<file path="src/rtl/pgw_pkg.sv">
package pgw_pkg;
    typedef enum logic [1:0] {
        ST_IDLE,
        ST_DIR,
        ST_TBL,
        ST_DONE
    } walk_st_e;

    typedef struct packed {
        logic user;
        logic write;
        logic prot;
    } fcause_t;
endpackage

</file>
<file path="src/rtl/pgw_entry_chk.sv">
module pgw_entry_chk #(
    parameter int ENT_W = 32,
    parameter int P_BIT = 0,
    parameter int W_BIT = 1,
    parameter int U_BIT = 2
) (
    input  logic [ENT_W-1:0] entry,
    input  logic             acc_wr,
    input  logic             acc_usr,
    input  logic             up_w,
    input  logic             up_u,
    output logic             fault,
    output logic             present,
    output logic             eff_w,
    output logic             eff_u
);
    always_comb begin
        present = entry[P_BIT];
        eff_w   = up_w & entry[W_BIT];
        eff_u   = up_u & entry[U_BIT];
        fault   = !present || (acc_wr && !eff_w) || (acc_usr && !eff_u);
    end
endmodule

</file>
<file path="src/rtl/pgw_addr_gen.sv">
module pgw_addr_gen
    import pgw_pkg::*;
#(
    parameter int ADDR_W = 32,
    parameter int OFF_W  = 12,
    parameter int ENT_W  = 32
) (
    input  walk_st_e                  st,
    input  logic [ADDR_W-OFF_W-1:0]   dir_base,
    input  logic [ADDR_W-1:0]         va,
    input  logic [ADDR_W-OFF_W-1:0]   tbl_frame,
    output logic [ADDR_W-1:0]         mem_addr
);
    localparam int ENT_SH = $clog2(ENT_W / 8);
    localparam int IDX_W  = OFF_W - ENT_SH;
    localparam int HI_W   = ADDR_W - OFF_W - IDX_W;

    always_comb begin
        mem_addr = '0;
        unique case (st)
            ST_DIR:  mem_addr = {dir_base, va[ADDR_W-1 -: HI_W], {ENT_SH{1'b0}}};
            ST_TBL:  mem_addr = {tbl_frame, va[OFF_W +: IDX_W], {ENT_SH{1'b0}}};
            ST_IDLE: mem_addr = '0;
            ST_DONE: mem_addr = '0;
        endcase
    end
endmodule

</file>
<file path="src/rtl/pgw_ctrl.sv">
module pgw_ctrl
    import pgw_pkg::*;
(
    input  logic     clk,
    input  logic     rst_n,
    input  logic     req_valid,
    input  logic     mem_rvalid,
    input  logic     lvl_fault,
    output walk_st_e st,
    output logic     req_ready,
    output logic     mem_req,
    output logic     rsp_valid,
    output logic     accept,
    output logic     rd_done
);
    walk_st_e st_nx;

    always_ff @(posedge clk) begin
        if (!rst_n) st <= ST_IDLE;
        else        st <= st_nx;
    end

    always_comb begin
        st_nx = st;
        unique case (st)
            ST_IDLE: if (req_valid)  st_nx = ST_DIR;
            ST_DIR:  if (mem_rvalid) st_nx = lvl_fault ? ST_DONE : ST_TBL;
            ST_TBL:  if (mem_rvalid) st_nx = ST_DONE;
            ST_DONE: st_nx = ST_IDLE;
        endcase
    end

    always_comb begin
        req_ready = 1'b0;
        mem_req   = 1'b0;
        rsp_valid = 1'b0;
        unique case (st)
            ST_IDLE: req_ready = 1'b1;
            ST_DIR:  mem_req   = 1'b1;
            ST_TBL:  mem_req   = 1'b1;
            ST_DONE: rsp_valid = 1'b1;
        endcase
        accept  = req_ready && req_valid;
        rd_done = mem_req && mem_rvalid;
    end

    p_done_once_r10: assert property (@(posedge clk) disable iff (!rst_n)
        st == ST_DONE |=> st == ST_IDLE);
    p_tbl_end_r3: assert property (@(posedge clk) disable iff (!rst_n)
        (st == ST_TBL && mem_rvalid) |=> rsp_valid);
endmodule

</file>
<file path="src/rtl/pt_walker.sv">
module pt_walker
    import pgw_pkg::*;
#(
    parameter int ADDR_W = 32,
    parameter int OFF_W  = 12,
    parameter int ENT_W  = 32
) (
    input  logic                    clk,
    input  logic                    rst_n,
    input  logic                    req_valid,
    output logic                    req_ready,
    input  logic [ADDR_W-1:0]       req_vaddr,
    input  logic                    req_write,
    input  logic                    req_user,
    input  logic [ADDR_W-OFF_W-1:0] dir_base,
    output logic                    mem_req,
    output logic [ADDR_W-1:0]       mem_addr,
    input  logic                    mem_rvalid,
    input  logic [ENT_W-1:0]        mem_rdata,
    output logic                    rsp_valid,
    output logic                    rsp_fault,
    output logic [2:0]              rsp_cause,
    output logic [ADDR_W-1:0]       rsp_paddr,
    output logic [ADDR_W-1:0]       fault_addr
);
    localparam int FRAME_W = ADDR_W - OFF_W;

    walk_st_e            st;
    logic                accept, rd_done;
    logic                lvl_fault, ent_present, eff_w, eff_u;
    logic                up_w, up_u;
    logic [ADDR_W-1:0]   va_q;
    logic                wr_q, usr_q;
    logic [FRAME_W-1:0]  tbl_frame_q;
    logic                pw_q, pu_q;
    fcause_t             cause_q;

    pgw_ctrl u_ctrl (
        .clk        (clk),
        .rst_n      (rst_n),
        .req_valid  (req_valid),
        .mem_rvalid (mem_rvalid),
        .lvl_fault  (lvl_fault),
        .st         (st),
        .req_ready  (req_ready),
        .mem_req    (mem_req),
        .rsp_valid  (rsp_valid),
        .accept     (accept),
        .rd_done    (rd_done)
    );

    pgw_addr_gen #(.ADDR_W(ADDR_W), .OFF_W(OFF_W), .ENT_W(ENT_W)) u_addr (
        .st        (st),
        .dir_base  (dir_base),
        .va        (va_q),
        .tbl_frame (tbl_frame_q),
        .mem_addr  (mem_addr)
    );

    always_comb begin
        up_w = (st == ST_TBL) ? pw_q : 1'b1;
        up_u = (st == ST_TBL) ? pu_q : 1'b1;
    end

    pgw_entry_chk #(.ENT_W(ENT_W)) u_chk (
        .entry   (mem_rdata),
        .acc_wr  (wr_q),
        .acc_usr (usr_q),
        .up_w    (up_w),
        .up_u    (up_u),
        .fault   (lvl_fault),
        .present (ent_present),
        .eff_w   (eff_w),
        .eff_u   (eff_u)
    );

    always_ff @(posedge clk) begin
        if (!rst_n) begin
            va_q        <= '0;
            wr_q        <= 1'b0;
            usr_q       <= 1'b0;
            tbl_frame_q <= '0;
            pw_q        <= 1'b0;
            pu_q        <= 1'b0;
            rsp_fault   <= 1'b0;
            cause_q     <= '0;
            rsp_paddr   <= '0;
            fault_addr  <= '0;
        end else begin
            if (accept) begin
                va_q  <= req_vaddr;
                wr_q  <= req_write;
                usr_q <= req_user;
            end
            if (rd_done) begin
                if (lvl_fault) begin
                    rsp_fault  <= 1'b1;
                    cause_q    <= '{user: usr_q, write: wr_q, prot: ent_present};
                    rsp_paddr  <= '0;
                    fault_addr <= va_q;
                end else if (st == ST_DIR) begin
                    tbl_frame_q <= mem_rdata[ENT_W-1 -: FRAME_W];
                    pw_q        <= eff_w;
                    pu_q        <= eff_u;
                end else begin
                    rsp_fault <= 1'b0;
                    cause_q   <= '0;
                    rsp_paddr <= {mem_rdata[ENT_W-1 -: FRAME_W], va_q[OFF_W-1:0]};
                end
            end
        end
    end

    assign rsp_cause = cause_q;

    p_hold_read_r11: assert property (@(posedge clk) disable iff (!rst_n)
        (mem_req && !mem_rvalid) |=> (mem_req && $stable(mem_addr)));
    p_busy_r10: assert property (@(posedge clk) disable iff (!rst_n)
        (req_valid && req_ready) |=> !req_ready);
    p_rsp_pulse_r10: assert property (@(posedge clk) disable iff (!rst_n)
        rsp_valid |=> !rsp_valid);
    p_fault_zero_r8: assert property (@(posedge clk) disable iff (!rst_n)
        (rsp_valid && rsp_fault) |-> rsp_paddr == '0);
    p_fa_change_r9: assert property (@(posedge clk) disable iff (!rst_n)
        !$stable(fault_addr) |-> (rsp_valid && rsp_fault));
    p_offset_r3: assert property (@(posedge clk) disable iff (!rst_n)
        (rsp_valid && !rsp_fault) |-> rsp_paddr[OFF_W-1:0] == va_q[OFF_W-1:0]);
endmodule

</file>
<file path="config.mk">
export PLATFORM = sky130hd
export DESIGN_NAME = pt_walker
export DESIGN_NICKNAME = d
export VERILOG_FILES = /design/src/rtl/pgw_pkg.sv /design/src/rtl/pgw_entry_chk.sv /design/src/rtl/pgw_addr_gen.sv /design/src/rtl/pgw_ctrl.sv /design/src/rtl/pt_walker.sv
export SDC_FILE = /design/constraint.sdc
export NUM_CORES = 1
export LEC_CHECK = 0
export BUFFER_PORTS_ARGS = -buffer_cell sky130_fd_sc_hd__buf_2
export CAP_MARGIN = 10
export CORE_ASPECT_RATIO = 1.5
export CORE_MARGIN = 10
export CORE_UTILIZATION = 55
export CTS_BUF_LIST = sky130_fd_sc_hd__clkbuf_4
export DETAILED_ROUTE_END_ITERATION = 16
export PLACE_DENSITY = 0.87
export SYNTH_ARGS = -nofsm -noshare
export SYNTH_HDL_FRONTEND = slang
export SYNTH_SLANG_ARGS = --single-unit
</file>
<file path="constraint.sdc">
create_clock -name clk -period 3 [get_ports clk]
set_input_delay 0.6 -clock clk [delete_from_list [all_inputs] [get_ports clk]]
set_output_delay 0.6 -clock clk [all_outputs]
set_load 0.05 [all_outputs]
</file>
==> flow_summary_export.csv <==
group,metric,value,unit
worst_setup_path,r2r_cells,7,
yosys,synthXorXnorAreaFrac,0,%
power,power_switching,2230,uW
clock_tree,htreeDepth,4,
worst_setup_path,worstSetupPathType,"reg2out",
yosys,yosys_warnings,0,
floorplanning,die_w,102,um
yosys,syn_area,0.00555,sq mm
timing,fin_skew,0.0124,ns
yosys,synth_common_cells,"275 x nand2_1, 126 x dfxtp_1, 86 x mux2i_1",
timing,finalSetupViolations,0,
power,pwr-share-clk,22.0,%
worst_setup_path,required,2.40,ns
global_route,grt_overflow,0,
hold_path,min_path_cells,3,
hold_path,hold_class,"in2reg",
worst_setup_path,worst-endpoint-arrival,2.22,ns
finish,drive_gt1_share,27.5,%
finish,nets,931,
clock_tree,clkLatencyLatePin,0.49,ns
power,p_sw_share,42.1,%
yosys,synth.most_common_cell,"nand2_1",
drt,firstDrtPassIters,4,
worst_setup_path,endpoint_kind,"output port",
clock_tree,cts.sinks,126,
status,status,"finished, final reports clean",
power,p_leak,0.00305,uW
worst_setup_path,worst-path-max-fanout,21,
place,io_buffers,181,
floorplanning,dieArea,0.0146,sq mm
floorplanning,initial_core_util,56.9,%
yosys,yosys-top-cells-area,"dfxtp_1 45%, nand2_1 19%, mux2i_1 16%, a21boi_0 4.6%, or3_1 3.7%",
drt,vias,5175,
clock_tree,cts_tree,"yes",
timing,slew_headroom,63.0,%
yosys,synth_cell_types,31,
global_route,grt_first_pass_wirelength,24800,um
worst_setup_path,cp-start-kind,"flop",
clock_tree,clock_path_buffers,2,
global_route,track_usage,21.1,%
drt,route.detailed.drc,0,
yosys,ys.flop_type,"dfxtp_1",
global_route,grt_antenna_before_repair,0,
power,power_density,777,mW/mm^2
timing,final-max-slew-violation-count,0,
floorplanning,chipHeight,143,um
drt,final_antenna_net_count,0,
yosys,synth_compound_area_share,9.36,%
floorplanning,core_area,0.00974,sq mm
floorplanning,rows,44,
timing,tns,0,ns
finish,area_growth,23.0,%
yosys,synth-simple-area-share,23.6,%
drt,drt_iter0_markers,234,
timing,worstMarginPinSlew,0.555,ns
finish,fillers,797,
worst_setup_path,regToRegEndpoint,"pw_q$_SDFFE_PN0P_",
yosys,synth_top_area_share,45.5,%
timing,hold_viol,0,
yosys,syn_inst,675,
timing,max_freq,354,MHz
power,pwr-share-comb,40.5,%
floorplanning,io_pins,193,
power,ir_worst_vdd,0.520,mV
timing,hold_slack,0.349,ns
drt,vias_per_cell,5.37,
worst_setup_path,worstReg2RegStart,"u_ctrl.st[0]$_SDFFE_PN0P_",
timing,rsz0062_at_grt,"no",
yosys,syn_area_per_cell,8.22,sq um
yosys,synth-seq-cells,126,
yosys,ys_seq_area_share,45.5,%
drt,wl_per_cell,16.3,um
clock_tree,cts_buffers,17,
yosys,synth_top_family_by_area,"simple AND/OR/NAND/NOR gates",
finish,num_antenna_cells,0,
power,pwr-share-seq,37.5,%
yosys,yosys.area.top_type,"dfxtp_1",
place,place_congestion,0.870,
power,p_int,3070,uW
clock_tree,clk_pin_slew,0.10,ns
clock_tree,root_buffer,"clkbuf_4",
global_route,grt_pass1_vias,5268,
global_route,grt_max_degree,59,
yosys,synth_mux_area_share,15.5,%
timing,fin_crit,2.82,ns
worst_setup_path,rrSetupSlack,0.80,ns
drt,totalWireLength,15700,um
timing,finalCritPeriodShare,94.1,%
hold_path,hold_path_end,"va_q[31]$_SDFFE_PN0P_",
run,drv_cap,0,
yosys,synth_fa_ha_area_share,1.13,%
yosys,synth_edf_count,0,
hold_path,worstHoldStart,"req_vaddr[31]",
yosys,postSynth.asyncResetShare,0,%
place,dp_hpwl,11900,um
## cell type report
class	instances	area, sq um	area share (%)
multi-input combinational	490	2800	41.1
sequential	126	2520	37.0
timing repair buffer	197	1060	15.5
clock buffer	21	158	2.31
tap	115	144	2.11
clock inverter	10	121	1.78
inverter	4	15.0	0.220
## state kept, by name (all words and copies together), names as in the netlist
register	count
rsp_cause	3
tbl_frame_q	20
rsp_fault	1
pw_q	1
usr_q	1
va_q	32
wr_q	1
u_ctrl.st	2
pu_q	1
fault_addr	32
rsp_paddr	32
## power groups by stage
| stage | Combinational, uW | Sequential (uW) | Clock (uW) |
|---|---|---|---|
| 2_1_floorplan | 1400 | 2210 | 0 |
| 3_3_place_gp | 2070 | 2010 | 0 |
| 3_5_place_dp | 2120 | 2020 | 0 |
| 4_1_cts | 2130 | 1980 | 1190 |
| 5_1_grt | 2300 | 2010 | 1270 |
| 6_report | 2140 | 1990 | 1170 |
## worst max-delay path, cell delays in order, from the launching register on
cell     delay (ns)
dfxtp_1        0.39
inv_1          0.18
ha_4           0.27
buf_4          0.28
nand2_1        0.09
o21ai_0        0.21
buf_2          0.31
## cells in the final DEF, fill, tap and decap left out, types with 2 or more instances in the layout
cell / synthesis / layout
inv_1: 4 / 4
dfxtp_1: 126 / 126
a21boi_0: 34 / 34
o21ai_0: 26 / 26
or3_1: 33 / 33
buf_12: 0 / 2
buf_2: 6 / 180
buf_4: 4 / 14
o221a_2: 2 / 2
nand2_1: 275 / 275
clkinv_1: 0 / 3
ha_1: 5 / 3
clkbuf_4: 0 / 21
o22ai_1: 4 / 4
conb_1: 1 / 2
bufinv_16: 0 / 3
a21oi_1: 2 / 2
and2_1: 2 / 2
mux2i_1: 86 / 86
ha_4: 0 / 2
o21ai_1: 6 / 6
clkinv_2: 0 / 4
## layer usage
layer / track usage (%) / part of all wire [%] / vias up / wire, um
met4: 11.0 / 3.6 / 0 / 563
met1: 21.6 / 37 / 2380 / 5780
met2: 37.3 / 50 / 212 / 7890
li1: - / - / 2538 / -
met3: 6.62 / 9.2 / 45 / 1450
met5: 0 / 0 / - / 0
## timing repair
action,4_1_cts,5_1_grt
setup buffers,0,0
resized for setup,1,3
hold buffers,0,0
gates cloned,0,0
endpoints found under the hold margin,0,0
endpoints found under the setup margin,5,17
## stage by stage
| stage | area [sq um] | worst slack (ns) | cells | util, % | total power [uW] |
|---|---|---|---|---|---|
| global route | 6820 | 0.0301 | 963 | 70.0 | 5580 |
| detailed placement | 6520 | 0.454 | 932 | 66.9 | 4130 |
| floorplan | 5550 | 0.269 | 676 | - | 3610 |
| global placement | 6520 | 0.575 | 932 | 66.9 | 4080 |
| finish | 6820 | 0.176 | 963 | 70.0 | 5300 |
| CTS | 6800 | 0.0527 | 963 | 69.8 | 5300 |
## worst max-delay path by stage
stage	start	to	slack (ns)	cells after the start
2_1_floorplan	u_ctrl.st[0]$_SDFFE_PN0P_	mem_addr[10]	0.27	6
3_3_place_gp	u_ctrl.st[0]$_SDFFE_PN0P_	mem_addr[16]	0.58	6
3_5_place_dp	u_ctrl.st[0]$_SDFFE_PN0P_	mem_addr[16]	0.45	6
4_1_cts	u_ctrl.st[0]$_SDFFE_PN0P_	mem_addr[16]	0.05	6
5_1_grt	u_ctrl.st[0]$_SDFFE_PN0P_	mem_addr[16]	0.03	6
6_report	u_ctrl.st[0]$_SDFFE_PN0P_	mem_addr[16]	0.18	6
## cells by family after synthesis
group,after synthesis
AND/OR/NAND/NOR,318
buffers and inverters,60
other,1
adder cells (fa/ha/maj),5
multiplexers,86
flip-flops,126
AO/OA/AOI/OAI,79
(Power assumes the default switching activity.)
